**config.mk**
```make
export PLATFORM = sky130hd
export DESIGN_NAME = io_pt_walker
export DESIGN_NICKNAME = d
export VERILOG_FILES = /design/src/rtl/pgw_pkg.sv /design/src/rtl/pgw_addr_gen.sv /design/src/rtl/pgw_pte_eval.sv /design/src/rtl/io_pt_walker.sv
export SDC_FILE = /design/constraint.sdc
export NUM_CORES = 1
export LEC_CHECK = 0
export BUFFER_PORTS_ARGS = -buffer_cell sky130_fd_sc_hd__buf_4
export CAP_MARGIN = 0
export CORE_MARGIN = 2
export CORE_UTILIZATION = 40
export CTS_BUF_LIST = sky130_fd_sc_hd__clkbuf_8
export CTS_CLUSTER_SIZE = 24
export DETAILED_ROUTE_END_ITERATION = 8
export GPL_TIMING_DRIVEN = 0
export PLACE_DENSITY = 0.68
export SYNTH_ARGS = -nofsm -noshare
export SYNTH_HDL_FRONTEND = slang
export SYNTH_SLANG_ARGS = --single-unit
```
**constraint.sdc**
```tcl
create_clock -name clk -period 5.05 [get_ports clk]
set_clock_uncertainty 0.2 [all_clocks]
set_input_delay 0.2525 -clock clk [delete_from_list [all_inputs] [get_ports clk]]
set_output_delay 0.2525 -clock clk [all_outputs]
set_load 0.01 [all_outputs]
```
**src/rtl/pgw_pkg.sv**
```systemverilog
`timescale 1ns/1ps
package pgw_pkg;
  localparam int PG_SHIFT  = 12;
  localparam int LVL_BITS  = 9;
  localparam int ENT_SHIFT = 3;
  localparam int TOP_LVL   = 4;
  localparam logic [63:0] PG_MASK = 64'((64'd1 << PG_SHIFT) - 64'd1);

  localparam int BIT_PRESENT = 0;
  localparam int BIT_WRITE   = 1;
  localparam int BIT_BIGPAGE = 7;

  typedef enum logic [2:0] {
    FLT_NONE  = 3'd0,
    FLT_PASID = 3'd1,
    FLT_CTX   = 3'd2,
    FLT_PTE   = 3'd3,
    FLT_WRITE = 3'd4
  } pgw_fault_e;

  typedef enum logic [1:0] {
    S_IDLE, S_ISSUE, S_WAIT, S_DONE
  } pgw_state_e;

  function automatic int unsigned lvl_shift(input logic [2:0] lvl);
    if (lvl == 3'd0) return PG_SHIFT;
    return PG_SHIFT + (int'(lvl) - 1) * LVL_BITS;
  endfunction

  function automatic logic [LVL_BITS-1:0] tbl_index(input logic [63:0] ia,
                                                   input logic [2:0] lvl);
    logic [63:0] sh;
    sh = ia >> lvl_shift(lvl);
    return sh[LVL_BITS-1:0];
  endfunction

  function automatic logic [63:0] haw_mask(input int haw);
    if (haw >= 64) return '1;
    return (64'd1 << haw) - 64'd1;
  endfunction
endpackage

```
**src/rtl/pgw_addr_gen.sv**
```systemverilog
`timescale 1ns/1ps
module pgw_addr_gen import pgw_pkg::*; #(
  parameter int IOVA_W = 48
) (
  input  logic [63:0]       base,
  input  logic [IOVA_W-1:0] iova,
  input  logic [2:0]        level,
  output logic [63:0]       ent_addr
);
  logic [LVL_BITS-1:0] idx;

  always_comb begin
    idx      = tbl_index(64'(iova), level);
    ent_addr = base + (64'(idx) << ENT_SHIFT);
  end
endmodule

```
**src/rtl/pgw_pte_eval.sv**
```systemverilog
`timescale 1ns/1ps
module pgw_pte_eval import pgw_pkg::*; #(
  parameter int HAW = 48
) (
  input  logic [63:0] pte,
  input  logic [2:0]  level,
  input  logic        want_write,
  input  logic        wr_acc,
  output logic        present,
  output logic        leaf,
  output logic        wr_fault,
  output logic        wr_next,
  output logic [63:0] next_base
);
  localparam logic [63:0] ADDR_KEEP = ~PG_MASK & haw_mask(HAW);

  always_comb begin
    present   = pte[BIT_PRESENT];
    leaf      = (level == 3'd1) || pte[BIT_BIGPAGE];
    wr_fault  = want_write && !pte[BIT_WRITE];
    wr_next   = wr_acc && pte[BIT_WRITE];
    next_base = pte & ADDR_KEEP;
  end
endmodule

```
**src/rtl/io_pt_walker.sv**
```systemverilog
`timescale 1ns/1ps
module io_pt_walker import pgw_pkg::*; #(
  parameter int IOVA_W = 48,
  parameter int HAW    = 48
) (
  input  logic              clk,
  input  logic              rst,
  input  logic              req_valid,
  output logic              req_ready,
  input  logic [IOVA_W-1:0] req_iova,
  input  logic              req_write,
  input  logic [63:0]       req_pe_word,
  output logic              mem_req_valid,
  input  logic              mem_req_ready,
  output logic [63:0]       mem_req_addr,
  input  logic              mem_rsp_valid,
  input  logic [63:0]       mem_rsp_data,
  input  logic              mem_rsp_err,
  output logic              done,
  output logic [63:0]       res_entry,
  output logic [2:0]        res_level,
  output logic              res_rd,
  output logic              res_wr,
  output logic [2:0]        res_fault
);
  localparam logic [2:0] START_LVL = 3'(TOP_LVL);

  pgw_state_e        st_q;
  logic [IOVA_W-1:0] ia_q;
  logic              wr_req_q;
  logic [63:0]       base_q;
  logic [2:0]        lvl_q;
  logic              rd_seen_q;
  logic              wr_acc_q;
  pgw_fault_e        fault_q;

  // named internal events
  logic [2:0] req_lvl;
  logic       pasid_ok;
  logic       evt_accept;
  logic       walk_busy;
  logic       rd_pending;
  logic       evt_rsp;

  logic        e_present, e_leaf, e_wr_fault, e_wr_next;
  logic [63:0] e_next_base;

  assign req_lvl    = START_LVL + {1'b0, req_pe_word[3:2]};
  assign pasid_ok   = (req_lvl == START_LVL);
  assign req_ready  = (st_q == S_IDLE);
  assign evt_accept = req_valid && req_ready;
  assign walk_busy  = (st_q != S_IDLE);
  assign rd_pending = (st_q == S_WAIT);
  assign evt_rsp    = rd_pending && mem_rsp_valid;

  assign mem_req_valid = (st_q == S_ISSUE);
  assign done          = (st_q == S_DONE);
  assign res_fault     = fault_q;

  pgw_addr_gen #(.IOVA_W(IOVA_W)) i_addr (
    .base     (base_q),
    .iova     (ia_q),
    .level    (lvl_q),
    .ent_addr (mem_req_addr)
  );

  pgw_pte_eval #(.HAW(HAW)) i_eval (
    .pte        (mem_rsp_data),
    .level      (lvl_q),
    .want_write (wr_req_q),
    .wr_acc     (wr_acc_q),
    .present    (e_present),
    .leaf       (e_leaf),
    .wr_fault   (e_wr_fault),
    .wr_next    (e_wr_next),
    .next_base  (e_next_base)
  );

  always_ff @(posedge clk) begin
    if (rst) begin
      st_q      <= S_IDLE;
      ia_q      <= '0;
      wr_req_q  <= 1'b0;
      base_q    <= '0;
      lvl_q     <= '0;
      rd_seen_q <= 1'b0;
      wr_acc_q  <= 1'b0;
      fault_q   <= FLT_NONE;
      res_entry <= '0;
      res_level <= '0;
      res_rd    <= 1'b0;
      res_wr    <= 1'b0;
    end else begin
      unique case (st_q)
        S_IDLE: begin
          if (evt_accept) begin
            ia_q      <= req_iova;
            wr_req_q  <= req_write;
            base_q    <= req_pe_word & ~PG_MASK;
            lvl_q     <= req_lvl;
            rd_seen_q <= 1'b0;
            wr_acc_q  <= 1'b1;
            if (!pasid_ok) begin
              fault_q   <= FLT_PASID;
              res_entry <= '0;
              res_level <= '0;
              res_rd    <= 1'b0;
              res_wr    <= 1'b0;
              st_q      <= S_DONE;
            end else begin
              st_q <= S_ISSUE;
            end
          end
        end
        S_ISSUE: begin
          if (mem_req_ready) st_q <= S_WAIT;
        end
        S_WAIT: begin
          if (evt_rsp) begin
            res_level <= lvl_q;
            if (mem_rsp_err) begin
              fault_q   <= (lvl_q == START_LVL) ? FLT_CTX : FLT_PTE;
              res_entry <= '0;
              res_rd    <= rd_seen_q;
              res_wr    <= rd_seen_q && wr_acc_q;
              st_q      <= S_DONE;
            end else if (!e_present) begin
              fault_q   <= FLT_PTE;
              res_entry <= mem_rsp_data;
              res_rd    <= 1'b0;
              res_wr    <= 1'b0;
              st_q      <= S_DONE;
            end else if (e_wr_fault) begin
              fault_q   <= FLT_WRITE;
              res_entry <= mem_rsp_data;
              res_rd    <= 1'b1;
              res_wr    <= 1'b0;
              st_q      <= S_DONE;
            end else if (e_leaf) begin
              fault_q   <= FLT_NONE;
              res_entry <= mem_rsp_data;
              res_rd    <= 1'b1;
              res_wr    <= e_wr_next;
              st_q      <= S_DONE;
            end else begin
              base_q    <= e_next_base;
              lvl_q     <= lvl_q - 3'd1;
              rd_seen_q <= 1'b1;
              wr_acc_q  <= e_wr_next;
              st_q      <= S_ISSUE;
            end
          end
        end
        S_DONE: st_q <= S_IDLE;
        default: st_q <= S_IDLE;
      endcase
    end
  end
endmodule

```
==> metrics <==
clk slew on worst S/H paths=0.10 ns; TritonCTS Buffers=17; number of H-tree levels=4; first-pass GRT wire length=between 60 and 70 mm; Synth cell types=just under 70; Synth area leaders=dfxtp_1 37%, nand2_1 11%, a21oi_1 8.4%; Post-DP HPWL=31.2 mm; Area Growth Syn to Fin=56.9%; clock share of power=0.107; vias in the first global route=12356; Seq/Total Area, Yosys=0.369; fin nets=2038; buffers and inverters on the worst path=18; Layout Cells excl Fill=~2200; Final Wtd Congestion=about 1; drt wl/cell=just over 20 um; # fillers=2104; final hold vios=0; RSZ-0062 raised after global routing=true; core area=around 24000 um^2; pwr dens=582 nW/um^2; die area=25700 um^2; 1st-pass router iterations=5; Placed Instances=between 1500 and 2000; leakage=about 6.3 nW; final wirelength=between 40 and 50 mm; Comb pwr share=0.692; maximum clock insertion buffer count=2; crit path cell chain=inv_2, buf_4, buf_4, buf_4, buf_4, buf_4, buf_4, buf_4, buf_4, buf_4, buf_4, buf_4, buf_4, buf_4, buf_4, buf_4, buf_4, nand2_1, nand2_1, a311oi_2, a2111o_1, o21ai_0, nor4_1, buf_4; largest net degree at the start of global routing=19; register share of total power=0.201; Post-Syn Area per Cell=between 7 and 8 um^2; share of the synthesized area in the top cell type=0.369; initial antenna violation count=1; hold slack=0.0671 ns; Synth Instances=1284; cell taking the most area after synthesis=dfxtp_1; Die Height=between 150 and 200 um; status=finished, final reports clean; DRC viols=0; post-route ant nets=0; Root Driver=clkbuf_8; Critical Path Sink Type=primary output; CP Launch Type=flop; worst min path class=in2reg; worst skew pair latency=0.45 ns; period utilization=0.984; GRT Util Overall=0.334; Final Critical Period=4.97 ns; Main synth FF type=dfxtp_1; Sink Count=180; Crit path arrival time=4.52 ns; DR iter-0 viols=between 1000 and 1500; Yosys warnings=0; vias per cell=5.72; final slew viol count=0; final total power=around 0.009 W; crit-path max FO=12; critical path's slowest cell=a311oi_2; Worst EP required=~4.6 ns; cell family with most CP delay=buffers and inverters; largest stage delay on the critical path=between 0.4 and 0.5 ns; Final Setup Violations=0; top-count cell post-synth=nand2_1; R2R Setup Slk=roughly 1.6 ns; Peak VDD IR=420 uV; Rel. slew slack=0.347; global route overflow=0; MaxCap Viol Count=0; kind of critical path=reg2out; setup TNS=0 ns; Commonest cells post-synth=283 x nand2_1, 180 x dfxtp_1, 163 x a21oi_1; Worst-Margin Slew=about 0.96 ns; # IOs=about 320; starting density of the core=0.405; share of layout cells above drive strength 1=0.271; routed via count=12441; FF+latch count, synth=between 150 and 200; fraction of registers with async set/reset=0; EDFF count, synth=0; fmax=0.201 GHz; PortBufs=between 300 and 400; FP Rows=57; Sw Share=0.504; internal power=about 0.0044 W; CTS tree=yes; post-synthesis cell area=9750 um^2; Most common cell on crit path=buf_4; die width=160 um; P_sw=~0.0045 W
registers in the layout, summed over array words and instances, names as in the netlist:
signal and cells:
wr_acc_q 1, st_q 2, ia_q 48, base_q 52
res_level 3, wr_req_q 1, res_wr 1, res_fault 3
res_rd 1, lvl_q 3, rd_seen_q 1, res_entry 64
cell usage in the layout (no fill, tap or decap), drive strengths merged, types with 8 or more instances in the layout:
cell and instances:
o211ai 8, dfxtp 180, nor2 92, a211oi 15, nand3 83, a21oi 164, a2111oi 9, a311oi 41
ha 16, nand2 284, and2 12, o21ai 39, a22oi 20, buf 404, a221oi 8, mux2 14
nor3 15, inv 26, dlygate4sd3 188, o22ai 16, a31oi 11, nand2b 10, mux2i 30, clkbuf 77
nor2b 11
path summary, 6_finish.rpt:
kind	startpoint	endpoint	cells after the start
worst min-delay path	mem_rsp_valid	res_fault[1]	4
worst min register to register	res_entry[44]	res_entry[44]	2
worst max-delay path	lvl_q[0]	mem_req_addr[10]	24
worst max register to register	lvl_q[0]	base_q[24]	11
per-stage QoR:
step	setup slack [ns]	util	cell area, um^2
2_1_floorplan	0.0134	-	9770
3_3_place_gp	-1.43	0.518	12500
3_5_place_dp	-1.42	0.518	12500
4_1_cts	-0.111	0.631	15200
5_1_grt	-0.0670	0.635	15300
6_report	0.0798	0.635	15300
cells by family after synthesis:
family,share of synthesized area
AND/OR/NAND/NOR,0.235
adder cells (fa/ha/maj),0.0246
flip-flops,0.369
AO/OA/AOI/OAI,0.248
other,0.000384
multiplexers,0.0585
XOR/XNOR,0.000898
buffers and inverters,0.0639
area by class of cell:
class / count / area, um^2 / area share
Buffer: 116 / 556 / 0.0363
Antenna cell: 1 / 2.50 / 0.000163
Clock inverter: 15 / 141 / 0.00924
Multi-Input combinational cell: 969 / 5770 / 0.377
Tap cell: 324 / 405 / 0.0265
Timing Repair Buffer: 536 / 4520 / 0.295
Clock buffer: 17 / 234 / 0.0153
Inverter: 17 / 71.3 / 0.00466
Sequential cell: 180 / 3610 / 0.236
tightest hold or removal path: cells and delay by family:
kind,cells,cell delay [ns]
AOI/OAI and AO/OA,2,0.27
buffers and inverters,1,0.08
and+or+nand+nor,1,0.08
power by group through the flow:
| stage | sequential [W] | clock, W | combinational (W) |
|---|---|---|---|
| floorplan | 0.00183 | 0 | 0.00321 |
| global placement | 0.00181 | 0 | 0.00507 |
| detailed placement | 0.00181 | 0 | 0.00505 |
| CTS | 0.00177 | 0.000967 | 0.00578 |
| global route | 0.00181 | 0.00103 | 0.00652 |
| finish | 0.00179 | 0.000957 | 0.00616 |
what timing repair did:
action                     4_1_cts  5_1_grt
resized for setup               58       21
setup buffers                   30       11
pin swaps                       22       14
cloned                           1        0
setup endpoints to repair        9        9
hold endpoints to repair       170        0
hold buffers                   188        0
metal layers:
layer  vias up  share of wire  track usage
met3       194          0.092       0.0831
met5         -              0            0
met4         0          0.057        0.185
met2       747           0.48        0.574
li1       5665              -            -
met1      5835           0.37        0.380
(Power assumes the default switching activity.)
